<file path="src/rtl/cond_pkg.sv">
package cond_pkg;
  typedef enum logic [3:0] {
    C_EQ, C_NE, C_CS, C_CC, C_MI, C_PL, C_VS, C_VC,
    C_HI, C_LS, C_GE, C_LT, C_GT, C_LE, C_AL, C_NV
  } cond_e;

  typedef struct packed {
    logic n;
    logic z;
    logic c;
    logic v;
  } flags_t;
endpackage

</file>
<file path="src/rtl/cond_field_sel.sv">
module cond_field_sel #(
  parameter int INSTR_W    = 32,
  parameter int CODE_W     = 4,
  parameter int WIDE_LSB   = 28,
  parameter int NARROW_LSB = 8
) (
  input  logic [INSTR_W-1:0] instr_i,
  input  logic               half_i,
  output logic [CODE_W-1:0]  code_o
);
  localparam int WIDE_MSB   = WIDE_LSB + CODE_W - 1;
  localparam int NARROW_MSB = NARROW_LSB + CODE_W - 1;

  always_comb begin
    if (half_i) code_o = instr_i[NARROW_MSB:NARROW_LSB];
    else        code_o = instr_i[WIDE_MSB:WIDE_LSB];
  end
endmodule

</file>
<file path="src/rtl/flag_unpack.sv">
module flag_unpack
  import cond_pkg::*;
#(
  parameter int STATUS_W = 32,
  parameter int N_POS    = 31,
  parameter int Z_POS    = 30,
  parameter int C_POS    = 29,
  parameter int V_POS    = 28
) (
  input  logic [STATUS_W-1:0] status_i,
  output flags_t              flags_o
);
  assign flags_o.n = status_i[N_POS];
  assign flags_o.z = status_i[Z_POS];
  assign flags_o.c = status_i[C_POS];
  assign flags_o.v = status_i[V_POS];
endmodule

</file>
<file path="src/rtl/cond_eval.sv">
module cond_eval
  import cond_pkg::*;
(
  input  cond_e  code_i,
  input  flags_t flags_i,
  output logic   pass_o,
  output logic   rsv_o
);
  logic base;

  // Even code tests the condition, odd code tests its inverse.
  always_comb begin
    unique case (code_i[3:1])
      3'd0:    base = flags_i.z;
      3'd1:    base = flags_i.c;
      3'd2:    base = flags_i.n;
      3'd3:    base = flags_i.v;
      3'd4:    base = flags_i.c & ~flags_i.z;
      3'd5:    base = ~(flags_i.n ^ flags_i.v);
      3'd6:    base = ~flags_i.z & ~(flags_i.n ^ flags_i.v);
      default: base = 1'b1;
    endcase
  end

  always_comb begin
    rsv_o = (code_i == C_NV);
    if (code_i[3:1] == 3'd7) pass_o = ~code_i[0];
    else                     pass_o = base ^ code_i[0];
  end
endmodule

</file>
<file path="src/rtl/cond_gate.sv">
module cond_gate
  import cond_pkg::*;
#(
  parameter int INSTR_W  = 32,
  parameter int STATUS_W = 32
) (
  input  logic [INSTR_W-1:0]  instr_i,
  input  logic                half_mode_i,
  input  logic                is_branch_i,
  input  logic [STATUS_W-1:0] status_i,
  output logic                pass_o,
  output logic                err_o
);
  localparam int CODE_W = $bits(cond_e);

  logic [CODE_W-1:0] code_w;
  flags_t            flags_w;
  logic              pass_w, rsv_w, applies_w;

  cond_field_sel #(
    .INSTR_W(INSTR_W), .CODE_W(CODE_W),
    .WIDE_LSB(INSTR_W - CODE_W), .NARROW_LSB(8)
  ) u_sel (
    .instr_i(instr_i), .half_i(half_mode_i), .code_o(code_w)
  );

  flag_unpack #(
    .STATUS_W(STATUS_W), .N_POS(STATUS_W - 1), .Z_POS(STATUS_W - 2),
    .C_POS(STATUS_W - 3), .V_POS(STATUS_W - 4)
  ) u_flags (
    .status_i(status_i), .flags_o(flags_w)
  );

  cond_eval u_eval (
    .code_i(cond_e'(code_w)), .flags_i(flags_w), .pass_o(pass_w), .rsv_o(rsv_w)
  );

  // Halfwords are conditional only when they are branches.
  assign applies_w = ~half_mode_i | is_branch_i;
  assign pass_o    = applies_w ? pass_w : 1'b1;
  assign err_o     = applies_w & rsv_w;
endmodule

</file>
<file path="config.mk">
export PLATFORM = sky130hd
export DESIGN_NAME = cond_gate
export DESIGN_NICKNAME = d
export VERILOG_FILES = /design/src/rtl/cond_pkg.sv /design/src/rtl/cond_field_sel.sv /design/src/rtl/flag_unpack.sv /design/src/rtl/cond_eval.sv /design/src/rtl/cond_gate.sv
export SDC_FILE = /design/constraint.sdc
export NUM_CORES = 1
export LEC_CHECK = 0
export BUFFER_PORTS_ARGS = -buffer_cell sky130_fd_sc_hd__buf_2
export CAP_MARGIN = 20
export CORE_AREA = 2 2 39 41
export DETAILED_ROUTE_END_ITERATION = 10
export DIE_AREA = 0 0 41 43
export PLACE_DENSITY = 0.73
export SLEW_MARGIN = 10
export SYNTH_ARGS = -nofsm -noshare
export SYNTH_HDL_FRONTEND = slang
export SYNTH_SLANG_ARGS = --single-unit
</file>
<file path="constraint.sdc">
create_clock -name vclk -period 1.9
set_input_delay 0.095 -clock vclk [all_inputs]
set_output_delay 0.095 -clock vclk [all_outputs]
set_load 0.02 [all_outputs]
</file>
# Yosys cells after proc, flatten, opt, wreduce, memory -nomap -nowiden
# Cells that the tools add are included.
totals:
  register_bits: 0
  inputBits: 66
  word_cells: 23
op_classes:
  n_eq_ne: 8
  mux: 4
  n_bitwise: 10
  n_reduce_logical: 1
ops:
  columns: ["op", "count"]
  rows:
  - ["$eq 3x3->1 const B", 4]
  - ["$pmux 1 s7", 1]
  - ["$eq 3x2->1 const B", 2]
  - ["$eq 4x4->1 const B", 1]
  - ["$mux 4", 1]
  - ["$not 1->1", 4]
  - ["$and 1x1->1", 3]
  - ["$eq 3x1->1 const B", 1]
  - ["$logic_not 3->1", 1]
  - ["$mux 1", 2]
  - ["$xor 1x1->1", 2]
  - ["$or 1x1->1", 1]

# Logic depth before layout (Yosys ltp)
# Gate-level depths: netlist of run 1.
depth:
  depth_word: 7
  ltp_mapped: 6
  depth_no_buf: 5

# By module
# Synthesis of run 1 repeated with hierarchy kept, for this count alone.
unflattened:
  hier_cells: 22
  hier_area_um2: 196.4
modules_own_cells:
  columns: ["module", "n_inst", "cells_per_inst", "area_per_inst_um2", "seq_area_each_um2"]
  rows:
  - ["cond_eval", 1, 11, 102.6, 0.0]
  - ["cond_field_sel", 1, 4, 45.0, 0.0]
  - ["flag_unpack", 1, 4, 30.0, 0.0]
  - ["cond_gate", 1, 3, 18.8, 0.0]

# Worst setup path before layout of run 1
# Ideal clock, no wire load.
synth_path:
  kind: "input-to-output"
  startpoint: "input port instr_i[29]"
  endpoint: "output port pass_o"
  arrival_time_ps: 1541
  slack_ps: 264
  stages: 5
  path_buffers: 0
  path_cell_list: "or3_1 and3_1 o311a_1 o32a_1 nor2_1"
synth_via:
  elab_chain_cells: 6
synth_rtl:
  columns: ["item", "line", "text"]
  rows:
  - ["start, declared", "cond_gate.sv:7", "input logic [INSTR_W-1:0] instr_i,"]
  - ["$mux 4 (*)", "cond_field_sel.sv:15", "if (half_i) code_o = instr_i[NARROW_MSB:NARROW_LSB];"]
  - ["$eq 3x3->1 (tied with other cells)", "cond_eval.sv:13", "unique case (code_i[3:1])"]
  - ["$pmux 1 s7", "cond_eval.sv:13", null]
  - ["$xor 1x1->1", "cond_eval.sv:28", "else pass_o = base ^ code_i[0];"]
  - ["$mux 1 (*)", "cond_eval.sv:27", "if (code_i[3:1] == 3'd7) pass_o = ~code_i[0];"]
  - ["$mux 1 (*)", "cond_gate.sv:40", "assign pass_o = applies_w ? pass_w : 1'b1;"]
  - ["end, declared", "cond_gate.sv:11", "output logic pass_o,"]
# Mark *: on every way between the ends. The rest lies on a longest branch, timed or not.

# Worst setup path in the final report of run 1
# Ends and elaborated chain as after synthesis.

==> flow_summary.json, run 1 <==
{
  "regArea_sq_um": 0,
  "viasPerCell": 4.89,
  "core_area_sq_um": 1380,
  "post-cts-setup-buffer-count": 0,
  "chipWidth_microns": 41,
  "placed_area_sq_um": 344,
  "syn_area_per_cell_sq_um": 7.55,
  "totalWireLength_microns": 691,
  "status": "completed",
  "cp-start-kind": "input port",
  "cts_resized": 0,
  "fp.dieH_microns": 43,
  "grt_pass1_wl_mm": 1.07,
  "hpwl_microns": 594,
  "first_pass_iters": 4,
  "rsz0062_at_grt": "no",
  "gr-total-overflow": 0,
  "io_pins": 68,
  "worstPathArrival_ns": 1.69,
  "netlist_instances": 32,
  "relSlewSlack_pct": 75.0,
  "fin_setup_tns_ns": 0,
  "grt_max_degree": 12,
  "drtIter0Drc": 5,
  "antenna_found_initial": 0,
  "hold_class": "input port to primary output",
  "synthToLayoutAreaGrowth_pct": 43.0,
  "start_util_pct": 17.5,
  "grt_pass1_vias": 274,
  "p_leak_uw": 0.000169,
  "timing_worst_setup_path_type": "input port to primary output",
  "vias": 313,
  "cp.required_ns": 1.80,
  "yosysSeqAreaShare_pct": 0,
  "hold_viol": 0,
  "fin_crit_sh_pct": 93.7,
  "hold_buffers": 0,
  "power_uw": 75.9,
  "gp_congestion": 0.814,
  "num_rows": 14,
  "ir_drop_mv": 0.0713,
  "maxSlewViolCount": 0,
  "seq_cell_count": 0,
  "die_area_sq_um": 1760,
  "grt_util_all_layers_pct": 7.89,
  "io_buffer_count": 16,
  "antenna_cells": 0,
  "placedCellCount": 64,
  "fillers": 154,
  "synth_top_area_share_pct": 12.4,
  "cp-end-kind": "primary output",
  "instances_no_fill": 64,
  "drive_above_1_share_pct": 43.8,
  "post_drt_wl_per_cell_microns": 10.8,
  "nClkBuffers": 0,
  "max_freq_ghz": 0.561,
  "p_per_area_nw_per_um2": 220,
  "fin_area_sq_um": 345,
  "finish.utilization_pct": 25.0,
  "ys_top_cells_by_area": "mux2i_1 12%, a2111oi_0 7.3%, and3b_1 7.3%",
  "synth_area_leader_cell": "mux2i_1",
  "drv_cap": 0,
  "setup_viol": 0,
  "drc_errors": 0,
  "fin_crit_ns": 1.78,
  "antenna_left": 0,
  "crit_fanout": 5,
  "synth_nets": 98,
  "synth.distinct_cells": 25,
  "fin_nets": 116,
  "ys.warnings.count": 0,
  "worstMarginPinSlew_ns": 0.366,
  "syn_area_sq_um": 241
}
==> power by group <==
group	total (uW)	switching [uW]	internal, uW
Combinational	75.9	37.6	38.3
Clock	0	0	0
Sequential	0	0	0
==> critical path, cell delays in order <==
cell	delay (ns)
buf_2	0.13
or3_1	0.39
and3_1	0.18
o311a_1	0.31
a2111oi_1	0.35
nor2_1	0.07
buf_2	0.17
==> kinds of logic (layout without fill, tap and decap cells) <==
group,after synthesis,after routing,synth area share (%)
simple gates,16,16,44.0
compound gates,10,10,33.2
mux,4,4,17.1
xor+xnor,1,1,3.63
buf+inv,1,17,2.07
==> cell usage after synthesis <==
cell type  count
mux2_2         1
nand2_1        2
or3b_1         1
a2111oi_0      2
mux2i_1        3
a31oi_1        1
nand2b_1       1
nor3_1         1
nand3b_1       1
a21oi_1        2
o31a_1         1
or3b_2         1
o21bai_1       1
and3b_1        2
and4b_1        1
xor2_1         1
buf_2          1
o32a_1         1
nor2_1         2
and3_1         1
o21ba_2        1
or3_1          1
nand3_1        1
o311a_1        1
and3b_2        1
==> worst paths after layout <==
path                 end   startpoint  slack (ns)  cells after the start
setup / recovery  pass_o  instr_i[29]        0.12                      7
hold / removal    pass_o  instr_i[28]        0.69                      5
==> metrics by stage <==
| step | hold WS [ns] | setup slack (ns) |
|---|---|---|
| floorplan | 0.476 | 0.264 |
| global placement | 0.687 | 0.138 |
| global route | 0.741 | 0.0427 |
| detailed placement | 0.701 | 0.0955 |
| finish | 0.695 | 0.119 |
| CTS | 0.702 | 0.0897 |
==> cell type report <==
type	count	area (sq um)	share of cell area (%)
repair buffers	17	87.6	25.4
multi-input cells	31	238	68.8
well taps	16	20.0	5.80
==> layout by cell type, fill, tap and decap left out, types with 2 or more instances in the layout <==
master	instances
nand2_1	2
mux2i_1	3
buf_2	16
nor2_1	2
and3b_1	2
a21oi_1	2
==> metal layers <==
metal / global-route usage (%) / share of wire, % / wire (microns)
met1: 11.4 / 45 / 312
met2: 13.1 / 48 / 331
met3: 0.524 / 6.8 / 47
met4: 0 / 0 / 0
met5: 0 / 0 / 0
Note: power is estimated with default switching activity, not from simulation.
==> run 2: changes to the inputs <==
==> constraint.sdc (replaced) <==
create_clock -name vclk -period 2.2
set_input_delay 0.44 -clock vclk [all_inputs]
set_output_delay 0.44 -clock vclk [all_outputs]
set_load 0.02 [all_outputs]
==> flow_summary.json, run 2 (same netlist as run 1, synthesis figures left out) <==
{
  "io_buffer_count": 16,
  "max_freq_ghz": 0.411,
  "drv_cap": 0,
  "cp-start-kind": "input port",
  "fin_nets": 122,
  "start_util_pct": 17.5,
  "post_drt_wl_per_cell_microns": 12.3,
  "antenna_found_initial": 0,
  "post-cts-setup-buffer-count": 0,
  "crit_fanout": 3,
  "hold_class": "input port to primary output",
  "worst_hold_slack_ns": 1.39,
  "final_cell_mix": "13 x buf_2, 7 x buf_4, 3 x mux2i_1, 3 x buf_6",
  "die_area_sq_um": 1760,
  "p_leak_uw": 0.000213,
  "first_pass_iters": 4,
  "grt_max_degree": 13,
  "min_to": "pass_o",
  "relSlewSlack_pct": 69.2,
  "antenna_cells": 0,
  "totalWireLength_microns": 859,
  "grt_pass1_wl_mm": 1.38,
  "fin_crit_ns": 2.43,
  "num_rows": 14,
  "drive_above_1_share_pct": 64.8,
  "hold_viol": 0,
  "nClkBuffers": 0,
  "seq_cell_count": 0,
  "min_from": "instr_i[28]",
  "chipWidth_microns": 41,
  "grt_pass1_vias": 343,
  "ir_drop_mv": 0.119,
  "setup_viol": 1,
  "synthToLayoutAreaGrowth_pct": 94.3,
  "status": "finished with violations",
  "regArea_sq_um": 0,
  "fin_setup_tns_ns": -0.231,
  "vias": 347,
  "hold_depth": 5,
  "viasPerCell": 4.96,
  "p_per_area_nw_per_um2": 213,
  "layout_commonest_cell": "buf_2",
  "drtIter0Drc": 1,
  "cp-end-kind": "primary output",
  "fp.dieH_microns": 43,
  "multiInputGateArea_sq_um": 298,
  "gr-total-overflow": 0,
  "core_area_sq_um": 1380,
  "gp_congestion": 0.710,
  "finish.utilization_pct": 33.9,
  "setup_ws_ns": -0.231,
  "maxSlewViolCount": 0,
  "pre_cts_ws_ns": -0.319,
  "violations": "setup timing",
  "io_pins": 68,
  "antenna_left": 0,
  "cp.required_ns": 1.76,
  "timing_worst_setup_path_type": "input port to primary output",
  "grt_util_all_layers_pct": 10.7,
  "fillers": 143,
  "drc_errors": 0,
  "rsz0062_at_grt": "yes",
  "power_uw": 100,
  "worstPathArrival_ns": 1.99,
  "fin_crit_sh_pct": 111,
  "worstMarginPinSlew_ns": 0.459
}
[run 2: cell count changes in the layout (fill, tap and decap cells not counted), sizes merged]
cell  previous run  this run
buf             17        23
[run 2: final cells by class]
cell class	count	area share [%]
Multi-Input combinational cell	31	63.5
Timing Repair Buffer	23	32.3
Tap cell	16	4.27
[run 2: how the worst max path moves through the flow]
stage,start,to,slack [ns],depth (start not counted)
floorplan,instr_i[29],pass_o,-0.03,5
global placement,instr_i[29],pass_o,-0.29,7
detailed placement,instr_i[9],pass_o,-0.32,7
CTS,instr_i[29],pass_o,-0.26,7
global route,half_mode_i,pass_o,-0.29,8
finish,half_mode_i,pass_o,-0.23,7
[run 2: per-stage QoR]
stage | instances | cell area, sq um
global placement | 70 | 403
floorplan | 32 | 255
detailed placement | 70 | 403
CTS | 70 | 445
finish | 70 | 469
global route | 70 | 469
[run 2: power by group]
part / switching [uW] / internal [uW] / leakage, uW
Sequential: 0 / 0 / 0
Combinational: 44.1 / 56.0 / 0.000213
Clock: 0 / 0 / 0
Total: 44.1 / 56.0 / 0.000213
[run 2: worst max-delay path, stage by stage]
cell and delay [ns]:
buf_2 0.11, or3_4 0.37, and3_4 0.18, o311a_4 0.32, o32a_1 0.37, nor2_4 0.09
buf_6 0.12
[run 2: routing by layer]
metal  share of wire, %  vias to the layer above  GRT usage (%)
li1                   -                      176              -
met3                7.6                        0              0
met1                 48                      156           14.9
met4                  0                        0              0
met5                  0                        -              0
met2                 45                       15           18.8
[run 2: timing repair]
| item | CTS | global route |
|---|---|---|
| endpoints found under the hold margin | 0 | 0 |
| pin swaps | 1 | 4 |
| endpoints found under the setup margin | 1 | 1 |
| hold buffers | 0 | 0 |
| gates resized for setup | 7 | 5 |
